`src/rtl/tmr_vote_pkg.sv`:
```
package tmr_vote_pkg;

  localparam int unsigned NSLICE = 3;

  // Bitwise two-out-of-three majority over three equal-width words
  function automatic logic [63:0] maj3(input logic [63:0] a,
                                       input logic [63:0] b,
                                       input logic [63:0] c);
    maj3 = (a & b) | (a & c) | (b & c);
  endfunction

endpackage

```
`src/rtl/tmr_rst_sync.sv`:
```
module tmr_rst_sync #(
  parameter int unsigned STAGES = 2
) (
  input  logic clk,
  input  logic arst_n,
  output logic rst_q_n
);

  logic [STAGES-1:0] sync_q;

  always_ff @(posedge clk or negedge arst_n) begin
    if (!arst_n) begin
      sync_q <= '0;
    end else begin
      sync_q <= {sync_q[STAGES-2:0], 1'b1};
    end
  end

  assign rst_q_n = sync_q[STAGES-1];

endmodule

```
`src/rtl/tmr_slice_resolve.sv`:
```
module tmr_slice_resolve #(
  parameter int unsigned W = 8
) (
  input  logic         clk,
  input  logic         rst_n,
  input  logic         upd_en,
  input  logic [W-1:0] want,
  input  logic [W-1:0] mask,
  input  logic         link_ok,
  input  logic [W-1:0] vote_nxt,
  output logic [W-1:0] resolved,
  output logic [W-1:0] eff_mask
);

  logic [W-1:0] fb_q;
  logic [W-1:0] fb_d;

  // A failed echo voids every bit of this slice for the frame
  always_comb begin
    eff_mask = link_ok ? mask : '0;
  end

  // Vouched bits come from the processor, the rest from local fallback
  always_comb begin
    resolved = (eff_mask & want) | (~eff_mask & fb_q);
  end

  // Fallback tracks the last vote; enable written out
  always_comb begin
    fb_d = fb_q;
    if (upd_en) begin
      fb_d = vote_nxt;
    end
  end

  always_ff @(posedge clk or negedge rst_n) begin
    if (!rst_n) begin
      fb_q <= '0;
    end else begin
      fb_q <= fb_d;
    end
  end

endmodule

```
`src/rtl/tmr_majority_vote.sv`:
```
module tmr_majority_vote
  import tmr_vote_pkg::*;
#(
  parameter int unsigned W = 8
) (
  input  logic [NSLICE*W-1:0] res_bus,
  output logic [W-1:0]        vote
);

  logic [63:0] r0, r1, r2, m;

  always_comb begin
    r0 = '0;
    r1 = '0;
    r2 = '0;
    r0[W-1:0] = res_bus[0*W +: W];
    r1[W-1:0] = res_bus[1*W +: W];
    r2[W-1:0] = res_bus[2*W +: W];
    m = maj3(r0, r1, r2);
    vote = m[W-1:0];
  end

endmodule

```
`src/rtl/tmr_agree_gen.sv`:
```
module tmr_agree_gen #(
  parameter int unsigned W = 8
) (
  input  logic         clk,
  input  logic         rst_n,
  input  logic         upd_en,
  input  logic [W-1:0] want,
  input  logic [W-1:0] eff_mask,
  input  logic [W-1:0] vote_nxt,
  output logic [W-1:0] agree_q
);

  logic [W-1:0] agree_d;

  always_comb begin
    agree_d = agree_q;
    if (upd_en) begin
      agree_d = eff_mask & ~(want ^ vote_nxt);
    end
  end

  always_ff @(posedge clk or negedge rst_n) begin
    if (!rst_n) begin
      agree_q <= '0;
    end else begin
      agree_q <= agree_d;
    end
  end

endmodule

```
`src/rtl/tmr_vote_core.sv`:
```
module tmr_vote_core
  import tmr_vote_pkg::*;
#(
  parameter int unsigned W = 8
) (
  input  logic              clk,
  input  logic              arst_n,
  input  logic              frame_done,
  input  logic [3*W-1:0]    cpu_want,
  input  logic [3*W-1:0]    cpu_mask,
  input  logic [2:0]        echo_ok,
  output logic [W-1:0]      vote_out,
  output logic [3*W-1:0]    agree_out
);

  localparam int unsigned BUSW = NSLICE * W;

  logic            rst_q_n;
  logic [BUSW-1:0] res_bus;
  logic [BUSW-1:0] eff_bus;
  logic [W-1:0]    vote_nxt;
  logic [W-1:0]    vote_q;
  logic [W-1:0]    vote_d;

  tmr_rst_sync #(.STAGES(2)) u_rst (
    .clk     (clk),
    .arst_n  (arst_n),
    .rst_q_n (rst_q_n)
  );

  for (genvar s = 0; s < NSLICE; s++) begin : g_slice
    tmr_slice_resolve #(.W(W)) u_res (
      .clk      (clk),
      .rst_n    (rst_q_n),
      .upd_en   (frame_done),
      .want     (cpu_want[s*W +: W]),
      .mask     (cpu_mask[s*W +: W]),
      .link_ok  (echo_ok[s]),
      .vote_nxt (vote_nxt),
      .resolved (res_bus[s*W +: W]),
      .eff_mask (eff_bus[s*W +: W])
    );

    tmr_agree_gen #(.W(W)) u_agr (
      .clk      (clk),
      .rst_n    (rst_q_n),
      .upd_en   (frame_done),
      .want     (cpu_want[s*W +: W]),
      .eff_mask (eff_bus[s*W +: W]),
      .vote_nxt (vote_nxt),
      .agree_q  (agree_out[s*W +: W])
    );
  end

  tmr_majority_vote #(.W(W)) u_vote (
    .res_bus (res_bus),
    .vote    (vote_nxt)
  );

  always_comb begin
    vote_d = vote_q;
    if (frame_done) begin
      vote_d = vote_nxt;
    end
  end

  always_ff @(posedge clk or negedge rst_q_n) begin
    if (!rst_q_n) begin
      vote_q <= '0;
    end else begin
      vote_q <= vote_d;
    end
  end

  assign vote_out = vote_q;

endmodule

```
`config.mk`:
```
export PLATFORM = sky130hd
export DESIGN_NAME = tmr_vote_core
export DESIGN_NICKNAME = d
export VERILOG_FILES = /design/src/rtl/tmr_vote_pkg.sv /design/src/rtl/tmr_rst_sync.sv /design/src/rtl/tmr_slice_resolve.sv /design/src/rtl/tmr_majority_vote.sv /design/src/rtl/tmr_agree_gen.sv /design/src/rtl/tmr_vote_core.sv
export SDC_FILE = /design/constraint.sdc
export NUM_CORES = 1
export LEC_CHECK = 0
export BUFFER_PORTS_ARGS = -buffer_cell sky130_fd_sc_hd__buf_4
export CAP_MARGIN = 20
export CORE_MARGIN = 2
export CORE_UTILIZATION = 28
export CTS_CLUSTER_SIZE = 24
export DETAILED_ROUTE_END_ITERATION = 6
export PLACE_DENSITY = 0.56
export SLEW_MARGIN = 5
export SYNTH_ARGS = -nofsm -noshare
export SYNTH_HDL_FRONTEND = slang
export SYNTH_SLANG_ARGS = --single-unit
```
`constraint.sdc`:
```
create_clock -name clk -period 1.8 [get_ports clk]
set_input_delay 0.27 -clock clk [delete_from_list [all_inputs] [get_ports clk]]
set_output_delay 0.27 -clock clk [all_outputs]
set_load 0.01 [all_outputs]
```
# Word level (Yosys, flattened, before mapping)
# Cells that the tools add are included.
[word_totals] reg_bits=34 latchBits=0 ramBits=0 mem_bits_ro=0 output_inout_bits=32 wordCells=34 memories=0
[op_classes] add_sub_neg=0 mul=0 n_div=0 order_cmp=0 n_eq_ne=0 shift=0 n_mux=3 bitwise=26 reduce_logical=0
[ops] operator="$and A8 B8 Y8" count=12
[ops] operator="$not A8 Y8" count=6
[ops] operator="$or A8 B8 Y8" count=5
[ops] operator="$mux W8" count=3
[ops] operator="$xor A8 B8 Y8" count=3

# Logic depth before layout (Yosys ltp)
# Gate-level depths: netlist of run 1.
[logic_depth] ltp_word=10 mapped_depth=5 depth_no_buf=4

# Modules after synthesis
# From an unflattened synthesis of run 1, not the netlist that was laid out.
[unflattened] hier_cells=253 area_unflattened_um2=3279.4
[modules_own_cells] mod="tmr_slice_resolve" n_inst=3 cells_each=33 area_each_um2=473.0 seq_area_each_um2=200.2
[modules_own_cells] mod="tmr_agree_gen" n_inst=3 cells_each=42 area_each_um2=461.7 seq_area_each_um2=200.2
[modules_own_cells] mod="tmr_vote_core" n_inst=1 cells_each=17 area_each_um2=331.6 seq_area_each_um2=200.2
[modules_own_cells] mod="tmr_majority_vote" n_inst=1 cells_each=8 area_each_um2=90.1 seq_area_each_um2=0.0
[modules_own_cells] mod="tmr_rst_sync" n_inst=1 cells_each=3 area_each_um2=53.8 seq_area_each_um2=50.0

# Worst setup path after synthesis of run 1
# No wires, ideal clock.
[synth_path] path_type="reg-to-reg" from="register g_slice[2].u_res.fb_q[5]" to="register g_slice[2].u_res.fb_q[5]" arrival_ns=1.343 required_ns=1.680 slack_ns=0.337 path_stages_with_launch=4 n_path_buf=0 period_less_slack_ns=1.463 path_cell_list="dfrtp_1 -> a21boi_0 -> or4_1 -> a31o_2"
[synth_via] elab_chain_cells=5
[synth_rtl] element="start: declaration" line="tmr_slice_resolve.sv:15" text="logic [W-1:0] fb_q;"
[synth_rtl] element="start signal: assignment" line="tmr_slice_resolve.sv:38" text="fb_q <= '0;"
[synth_rtl] element="start signal: assignment" line="tmr_slice_resolve.sv:40" text="fb_q <= fb_d;"
[synth_rtl] element="$and A8 B8 Y8"
[synth_rtl] element="$or A8 B8 Y8"
[synth_rtl] element="$and A8 B8 Y8"
[synth_rtl] element="$or A8 B8 Y8" line="tmr_vote_pkg.sv:9" text="maj3 = (a & b) | (a & c) | (b & c);"
[synth_rtl] element="$or A8 B8 Y8 *" line="tmr_vote_pkg.sv:9"
# Mark *: on every way between the ends. The rest lies on a longest branch, timed or not.
# A chain may end at the register's enable or synchronous reset.

# Final worst setup path of run 1
[layout_path] from="register g_slice[2].u_res.fb_q[0]" to="register g_slice[1].u_agr.agree_q[0]"
[layout_via] elab_chain_cells=8
[layout_rtl] element="$and A8 B8 Y8"
[layout_rtl] element="$or A8 B8 Y8"
[layout_rtl] element="$and A8 B8 Y8"
[layout_rtl] element="$or A8 B8 Y8" line="tmr_vote_pkg.sv:9"
[layout_rtl] element="$or A8 B8 Y8 *" line="tmr_vote_pkg.sv:9"
[layout_rtl] element="$xor A8 B8 Y8 *" line="tmr_agree_gen.sv:18" text="agree_d = eff_mask & ~(want ^ vote_nxt);"
[layout_rtl] element="$not A8 Y8 *" line="tmr_agree_gen.sv:18"
[layout_rtl] element="$and A8 B8 Y8 *" line="tmr_agree_gen.sv:18"
[layout_rtl] element="end signal: assignment" line="tmr_agree_gen.sv:26" text="agree_q <= agree_d;"
[layout_rtl] element="end: declaration" line="tmr_agree_gen.sv:10" text="output logic [W-1:0] agree_q"
# Marks and branches as above.

==> metrics, run 1 <==
Post-CTS Setup Bufs=0; vias in the first global route=2423; worst-margin pin slew=523 ps; Area after DPL=0.00315 mm2; EDFF count, synth=0; slowest stage delay, CP=580 ps; Worst Hold Class=reg2async; Initial DRC Count=82; Tot Pwr=1.98 mW; fill count=830; number of port buffers=85; area leader, netlist=dfrtp_1; antenna cells=0; die width=96.7 um; io pins=86; Arr. time, crit path=1750 ps; clk sinks=34; gr usage total=14.9%; post-layout min period=1590 ps; clock skew=4.24 ps; detailed-placement wirelength estimate=5.08 mm; ys flop type=dfrtp_1; via count=2390; total congestion overflow=0; Skew-Pair Late Insertion Delay=280 ps; Max H-tree Level=2; most frequent cell after synthesis=dfrtp_1; dpl ws=107 ps; post-synthesis net count=302; Area Growth Syn to Fin=34.9%; FMAX=630 MHz; Slew Viols, Final=0; Final nets=388; share of post-route cells with drive strength above 1=34.2%; critical path peak fanout=5; Pre-Repair DR Iteration Count=4; largest net degree at the start of global routing=28; RSZ-0062 raised after global routing=no; setup TNS=0 ps; status=complete, no violations; Slowest-stage cell, CP=or4_1; design area=0.00324 mm2; Syn Area/Cell=9.69 um2; Via density=5.46; wire per inst=15.8 um; CTS tree=yes; post-synthesis register bit count=34; R2R depth=4; Final setup viols=0; Ys Warns=0; first-pass GRT wire length=11.6 mm; CP Capture Type=register; Cell Chain, Critical Path=a21boi_0 -> or4_1 -> mux2i_1 -> o2bb2ai_1; Power per Cell Area=612 mW/mm2; leakage=1.57 nW; Synth area leaders=dfrtp_1, mux2i_1, o2bb2ai_1, and3_4, or4_1; initial antenna violation count=0; crit start category=register; Async S/R FF share, synth=100%; Post-Syn Area=0.00240 mm2; die area=0.00934 mm2; post-synthesis cell count=248; post-synthesis sequential area ratio=35.4%; core area=0.00826 mm2; DRC=0; Period Utilization, post-route=88.1%; drt total wl=6.94 mm; Starting Density=29.1%; share of Yosys cell area claimed by the top area cell type=35.4%; gpl congestion=0.855; TritonCTS buffer count=5; Root Driver=clkbuf_8; Die Y=96.7 um; CTS max path bufs=2; std cell rows=33; Req. time, crit path=1960 ps; relative slew slack=64.8%; WS Path Type=reg2reg; Worst-path clk slew=70 ps; Peak VDD IR=288 uV; setup slack after layout=214 ps; Final Hold Fails=0; Max-Cap Viols=0; Distinct cells, synth=30; Antenna Nets Post-Route=0; most instantiated cells after synthesis=dfrtp_1, nand3_1, mux2i_1, o22ai_1
[power breakdown]
part | switching, mW | internal [mW]
Clock | 0.265 | 0.295
Sequential | 0.0398 | 0.818
Combinational | 0.271 | 0.295
Total | 0.576 | 1.41
[critical path: cells and delay by family, from the launching register on]
kind	cells	cell delay [ps]
AOI/OAI and AO/OA	2	280
and+or+nand+nor	1	580
muxes	1	180
DFF	1	420
[stage by stage]
step                      cells  hold slack, ps  util, %
after floorplan             248           -25.6        -
after global placement      431            52.5     38.1
after detailed placement    431            53.0     38.1
after CTS                   438             105     39.3
after global routing        438             133     39.3
final                       438            91.2     39.3
[cell type report]
class	count	area [um2]	share of cell area [%]
clock buffers	6	82.6	2.55
inverters	2	7.51	0.232
multi-input cells	200	1470	45.4
flip-flops and latches	34	851	26.2
well taps	105	131	4.05
repair buffers	91	698	21.5
[cells in the final DEF, fill, tap and decap left out, types with 2 or more instances in the layout]
master and n:
buf_4 89, dfrtp_1 34, nand3_1 23, o22ai_1 22
mux2i_1 22, or4_1 21, o2bb2ai_1 21, and3_4 14
a21boi_0 14, and3_1 12, nor2_1 10, nand2_1 9
nor2b_1 7, a21boi_1 6, a31o_1 6, clkbuf_8 6
a21boi_2 3, inv_1 2, o41ai_1 2
[layer usage]
layer  routed length, um  global-route usage [%]  vias to the layer above
met5                   0                       0                        -
met4                  89                    4.23                        0
met3                 482                    4.05                       11
met2                3260                    24.4                       75
met1                3110                    19.2                     1142
li1                    -                       -                     1162
[logic make-up after synthesis]
logic type,after synthesis,synth area share (%)
simple gates,98,26.3
mux,22,9.16
flops,34,35.4
other cells,1,0.156
buf+inv,14,3.38
compound gates,79,25.6
[what timing repair did]
action                                  CTS  global route
endpoints found under the setup margin    0             0
gates resized for setup                   0             0
hold endpoints to repair                  2             0
hold buffers                              1             0
[registers in the layout, indices dropped and copies added (netlist names)]
register,flops
g_slice.u_agr.agree_q,24
g_slice.u_res.fb_q,8
u_rst.sync_q,2
[final timing paths]
path / startpoint / endpoint / slack (ps)
worst min-delay path: u_rst.sync_q[1] / g_slice[2].u_agr.agree_q[3] / 90
worst max-delay path: g_slice[2].u_res.fb_q[0] / g_slice[1].u_agr.agree_q[0] / 210
worst min register to register: u_rst.sync_q[1] / g_slice[2].u_agr.agree_q[3] / 90
min in group clk: cpu_mask[21] / g_slice[2].u_agr.agree_q[5] / 260
max in group asynchronous: u_rst.sync_q[1] / g_slice[2].u_agr.agree_q[1] / 1060
worst max register to register: g_slice[2].u_res.fb_q[0] / g_slice[1].u_agr.agree_q[0] / 210
No activity file was read; power rests on OpenSTA's default activity.
==> run 2: changes to the inputs <==
- BUFFER_PORTS_ARGS: -buffer_cell sky130_fd_sc_hd__buf_4 -> -buffer_cell sky130_fd_sc_hd__buf_2
- SLEW_MARGIN: 5 -> not set
==> metrics, run 2 (synthesis results as in run 1) <==
Via density=5.41 (-0.91%); clk sinks=34 (unchanged); TritonCTS buffer count=5 (unchanged); PostCTS Resize Cnt=0 (unchanged); RSZ-0062 raised after global routing=no; most common cell after layout, fill and taps aside=buf_2; worst-margin pin slew=493 ps (-29.7 ps); FMAX=655 MHz (+4.0%); Final Non-Filler Cells=445 (+1.6%); Max H-tree Level=2 (unchanged); Root Driver=clkbuf_8; Worst Hold Class=reg2async; detailed-placement wirelength estimate=5.27 mm (+3.8%); DRC=0 (unchanged); Slew Viols, Final=0 (unchanged); Worst-path clk slew=70 ps (about the same); Post-CTS Setup Bufs=0 (unchanged); relative slew slack=66.8% (+2.0 points); post-layout min period=1530 ps (-60.3 ps); placed insts=437 (+1.4%); flip-flop count of the largest register after layout=24 (unchanged); WS Path Type=reg2reg; Power per Cell Area=621 mW/mm2 (+1.4%); vias in the first global route=2323 (-4.1%); Tot Pwr=1.90 mW (-4.0%); clock skew=2.59 ps (-1.65 ps); Pre-Repair DR Iteration Count=4 (unchanged); Antenna Nets Post-Route=0 (unchanged); setup TNS=0 ps (unchanged); CTS max path bufs=2 (unchanged); die area=0.00934 mm2 (unchanged); CTS tree=yes; share of post-route cells with drive strength above 1=35.0% (+0.77 points); largest reg by FF count=g_slice.u_agr.agree_q; core area=0.00826 mm2 (unchanged); crit start category=register; Final nets=394 (+1.5%); status=complete, no violations; most frequent cells in the layout=buf_2, dfrtp_1, nand3_1; Final Hold Fails=0 (unchanged); Period Utilization, post-route=84.8% (-3.3 points); initial antenna violation count=0 (unchanged); total congestion overflow=0 (unchanged); io pins=86 (unchanged); via count=2406 (+0.67%); antenna cells=0 (unchanged); drt total wl=7.09 mm (+2.2%); CP Capture Type=register; largest net degree at the start of global routing=33 (+18%); Initial DRC Count=104 (+27%); Final setup viols=0 (unchanged); number of port buffers=85 (unchanged); leakage=1.54 nW (-1.5%); critical path peak fanout=5 (unchanged); Skew-Pair Late Insertion Delay=270 ps (about the same); Max-Cap Viols=0 (unchanged); R2R Setup Slk=270 ps (+60 ps); gr usage total=14.6% (-0.22 points); gpl congestion=0.885 (+3.6%); Arr. time, crit path=1690 ps (-60 ps); wire per inst=15.9 um (+0.60%); die width=96.7 um (unchanged); Req. time, crit path=1960 ps (about the same); Peak VDD IR=315 uV (+9.5%); first-pass GRT wire length=11.4 mm (-1.7%); Area Growth Syn to Fin=27.6%; Die Y=96.7 um (unchanged); std cell rows=33 (unchanged); Starting Density=29.1% (unchanged); top flop regs=g_slice.u_agr.agree_q (24), g_slice.u_res.fb_q (8), u_rst.sync_q (2)
-- run 2: changes by cell type in the layout (fill, tap and decap cells not counted), sizes merged --
cell and delta:
buf +6, clkbuf +1
-- run 2: critical path: stages (launching register included) --
cell       delay [ps]
dfrtp_1           420
a21boi_0          190
or4_1             570
mux2i_1           150
o2bb2ai_1          90
-- run 2: final cells by class --
| type | instances | area, um2 |
|---|---|---|
| Inverter | 2 | 7.51 |
| Multi-Input combinational cell | 200 | 1470 |
| Tap cell | 105 | 131 |
| Timing Repair Buffer | 97 | 531 |
| Fill cell | 876 | 5190 |
| Sequential cell | 34 | 851 |
| Clock buffer | 7 | 76.3 |
-- run 2: report_power, final --
part           switching, mW  total [mW]  internal, mW
combinational          0.276       0.519         0.243
clock                  0.263       0.530         0.267
sequential            0.0371       0.855         0.818
-- run 2: timing repair --
action,in CTS,in global routing
endpoints found under the setup margin,0,0
hold endpoints to repair,2,0
hold buffers,1,0
-- run 2: metal layers --
metal,global-route usage (%),wire length [um]
met1,19.5,3310
met2,24.0,3350
met3,3.83,369
met4,3.03,63
met5,0,0
-- run 2: stage by stage --
stage / setup WS, ps / hold WS, ps / util (%) / area, um2
global route: 148 / 249 / 37.2 / 3070
detailed placement: 32.1 / 59.7 / 36.1 / 2980
floorplan: 337 / -25.6 / - / 2400
global placement: 65.9 / 58.6 / 36.1 / 2980
CTS: 278 / 234 / 37.2 / 3070
finish: 274 / 217 / 37.2 / 3070
-- run 2: final timing paths --
check                      depth (start not counted)                     endpoint                     start
max                                                4  g_slice[1].u_agr.agree_q[1]  g_slice[2].u_res.fb_q[1]
min                                                1  g_slice[1].u_agr.agree_q[6]           u_rst.sync_q[1]
max reg2reg                                        4  g_slice[1].u_agr.agree_q[1]  g_slice[2].u_res.fb_q[1]
min reg2reg                                        1  g_slice[1].u_agr.agree_q[6]           u_rst.sync_q[1]
max in group asynchronous                          1  g_slice[2].u_agr.agree_q[1]           u_rst.sync_q[1]
min in group clk                                   3  g_slice[2].u_agr.agree_q[5]              cpu_mask[21]
==> run 3: changes to the inputs <==
- ABC_AREA: not set -> 1
- clock period: 1.8 -> 1.55 ns (I/O delays scaled with it)
==> metrics, run 3 <==
ys flop type=dfrtp_1; gr usage total=13.8% (-0.83 points); initial antenna violation count=0 (unchanged); Worst Hold Class=reg2async; CTS max path bufs=2 (unchanged); post-synthesis sequential area ratio=35.5% (+0.074 points); setup TNS=0 ps (unchanged); Worst-path clk slew=80 ps (about the same); vias in the first global route=2159 (-7.1%); Synth area leaders=dfrtp_1, nand2_1, nand3_1, nand2_2, inv_1; antenna cells=0 (unchanged); std cell rows=33 (unchanged); status=complete, no violations; most frequent cells in the layout=nand2_1, buf_2, nand3_1; Max-Cap Viols=0 (unchanged); Cell Chain, Critical Path=nand2_1 -> nand2_1 -> nand2_1 -> nand2_2 -> nand2_2 -> nand2_1 -> nand3_1 -> nand2_1; clock skew=3.23 ps (+0.641 ps); io pins=86 (unchanged); Root Driver=clkbuf_8; design area=0.00301 mm2 (-1.9%); Post-CTS Setup Bufs=0 (unchanged); Antenna Nets Post-Route=0 (unchanged); Final nets=521 (+32%); Max H-tree Level=2 (unchanged); Final setup viols=0 (unchanged); area occupied by multi-input gates=0.00127 mm2 (-14%); FMAX=866 MHz (+32%); power share of the combinational group=23.5% (-3.8 points); RSZ-0062 raised after global routing=no; slowest stage delay, CP=440 ps (-130 ps); clk sinks=34 (unchanged); post-synthesis cell count=384 (+55%); CP Capture Type=register; critical path peak fanout=5 (unchanged); Via density=4.31 (-20%); area leader, netlist=dfrtp_1; post-synthesis net count=438 (+45%); Int Pwr=1.59 mW (+20%); most frequent cell after synthesis=nand2_1; Crit path buffers/inverters=0 (unchanged); die area=0.00932 mm2 (-0.20%); Die Y=96.6 um (about the same); crit start category=register; clock share of power=34.5% (+6.7 points); Slowest-stage cell, CP=dfrtp_1; Syn Area/Cell=6.25 um2 (-36%); Starting Density=29.0% (-0.061 points); Power per Cell Area=774 mW/mm2 (+25%); Distinct cells, synth=12 (-60%); switching share of total power=31.6% (+1.3 points); Arr. time, crit path=1340 ps (-350 ps); Worst path most repeated cell=nand2_1; Period Utilization, post-route=74.5% (-10 points); post-synthesis register bit count=34 (unchanged); Skew-Pair Late Insertion Delay=290 ps (+20 ps); first-pass GRT wire length=9.96 mm (-12%); setup slack after layout=395 ps (+121 ps); Initial DRC Count=61 (-41%); dpl ws=140 ps (+108 ps); via count=2467 (+2.5%); crit-path leading delay family=simple AND/OR/NAND/NOR gates; largest net degree at the start of global routing=65 (+97%); Psw=0.737 mW (+28%); Async S/R FF share, synth=100% (unchanged); flip-flop count of the largest register after layout=24 (unchanged); placed insts=564 (+29%); most common cell after layout, fill and taps aside=nand2_1; share of Yosys cell area claimed by the top area cell type=35.5% (+0.074 points); post-layout min period=1160 ps (-371 ps); largest reg by FF count=g_slice.u_agr.agree_q; Req. time, crit path=1730 ps (-230 ps); detailed-placement wirelength estimate=4.56 mm (-13%); top flop regs=g_slice.u_agr.agree_q (24), g_slice.u_res.fb_q (8), u_rst.sync_q (2); fill count=899 (+2.6%); CTS tree=yes; share of post-route cells with drive strength above 1=29.5% (-5.5 points); Pre-Repair DR Iteration Count=6 (+2); die width=96.6 um (about the same); WS Path Type=reg2reg; Slew Viols, Final=0 (unchanged); gpl congestion=0.868 (-2.0%); total congestion overflow=0 (unchanged); Area after DPL=0.00289 mm2 (-3.1%); wire per inst=11.1 um (-31%); Storage cell area=851 um2 (unchanged); Final Non-Filler Cells=573 (+29%); Ys Warns=0 (unchanged); TritonCTS buffer count=5 (unchanged); Final Hold Fails=0 (unchanged); DRC=0 (unchanged); Post-Syn Area=0.00240 mm2 (-0.21%); Seq pwr share=42.0% (-2.9 points); leakage=1.81 nW (+17%); Area Growth Syn to Fin=25.5%; Peak VDD IR=427 uV (+36%); drt total wl=6.33 mm (-11%); core area=0.00826 mm2 (unchanged); EDFF count, synth=0 (unchanged); most instantiated cells after synthesis=nand2_1, nand3_1, inv_1, dfrtp_1, nand2_2; PostCTS Resize Cnt=0 (unchanged); number of port buffers=85 (unchanged)
[run 3: cell types whose count changed in the layout (fill, tap and decap cells not counted), moves of 22 or more]
| cell | delta |
|---|---|
| nand2_2 | +34 |
| nand3_1 | +49 |
| inv_1 | +38 |
| mux2i_1 | -22 |
| nand2_1 | +141 |
| o22ai_1 | -22 |
[run 3: stage by stage]
stage	hold WS [ps]	power (mW)	utilization, %
2_1_floorplan	-63.1	1.34	-
3_3_place_gp	18.9	1.54	35.0
3_5_place_dp	21.5	1.55	35.0
4_1_cts	62.9	2.38	36.4
5_1_grt	77.3	2.48	36.4
6_report	56.4	2.33	36.4
[run 3: final timing paths]
| path | start | end | slack, ps | cells after the start |
|---|---|---|---|---|
| setup reg to reg | g_slice[2].u_res.fb_q[4] | g_slice[0].u_agr.agree_q[4] | 390 | 8 |
| max in group asynchronous | u_rst.sync_q[1] | g_slice[0].u_agr.agree_q[0] | 850 | 1 |
| setup / recovery | g_slice[2].u_res.fb_q[4] | g_slice[0].u_agr.agree_q[4] | 390 | 8 |
| hold / removal | u_rst.sync_q[1] | g_slice[2].u_agr.agree_q[7] | 60 | 0 |
| min in group clk | cpu_want[14] | g_slice[1].u_agr.agree_q[6] | 220 | 4 |
| hold reg to reg | u_rst.sync_q[1] | g_slice[2].u_agr.agree_q[7] | 60 | 0 |
[run 3: worst register-to-register path: stages (launching register included)]
cell and delay, ps:
dfrtp_1 440, nand2_1 100, nand2_1 70, nand2_1 70
nand2_2 80, nand2_2 100, nand2_1 60, nand3_1 80
nand2_1 60
[run 3: cell type report]
cell class | instances | share of cell area, %
Clock buffer | 8 | 3.66
Inverter | 49 | 6.11
Multi-Input combinational cell | 289 | 42.2
Sequential cell | 34 | 28.3
Tap cell | 105 | 4.37
Timing Repair Buffer | 88 | 15.4
[run 3: kinds of logic (layout without fill, tap and decap cells)]
kind of cell           Yosys count  count (layout)  share of synthesized area [%]
DFF                             34              34                           35.5
AOI/OAI and AO/OA                8               8                           1.67
buffers and inverters           61             145                           11.6
other                            1               1                          0.156
and+or+nand+nor                280             280                           51.1
[run 3: power groups by stage]
| stage | combinational, mW | clock [mW] | sequential (mW) |
|---|---|---|---|
| 2_1_floorplan | 0.319 | 0 | 1.03 |
| 3_3_place_gp | 0.545 | 0 | 0.998 |
| 3_5_place_dp | 0.550 | 0 | 0.996 |
| 4_1_cts | 0.555 | 0.845 | 0.980 |
| 5_1_grt | 0.627 | 0.871 | 0.986 |
| 6_report | 0.548 | 0.803 | 0.978 |
[run 3: routing by layer]
layer  track usage, %  up-vias  part of all wire [%]
li1                 -     1350                     -
met1             18.8     1036                    50
met2             22.4       73                    43
met3             3.18        8                   6.4
met4             3.17        0                  0.79
met5                0        -                     0
[run 3: timing repair]
action,CTS,global route
setup endpoints to repair,0,0
hold buffers,1,0
endpoints found under the hold margin,2,0
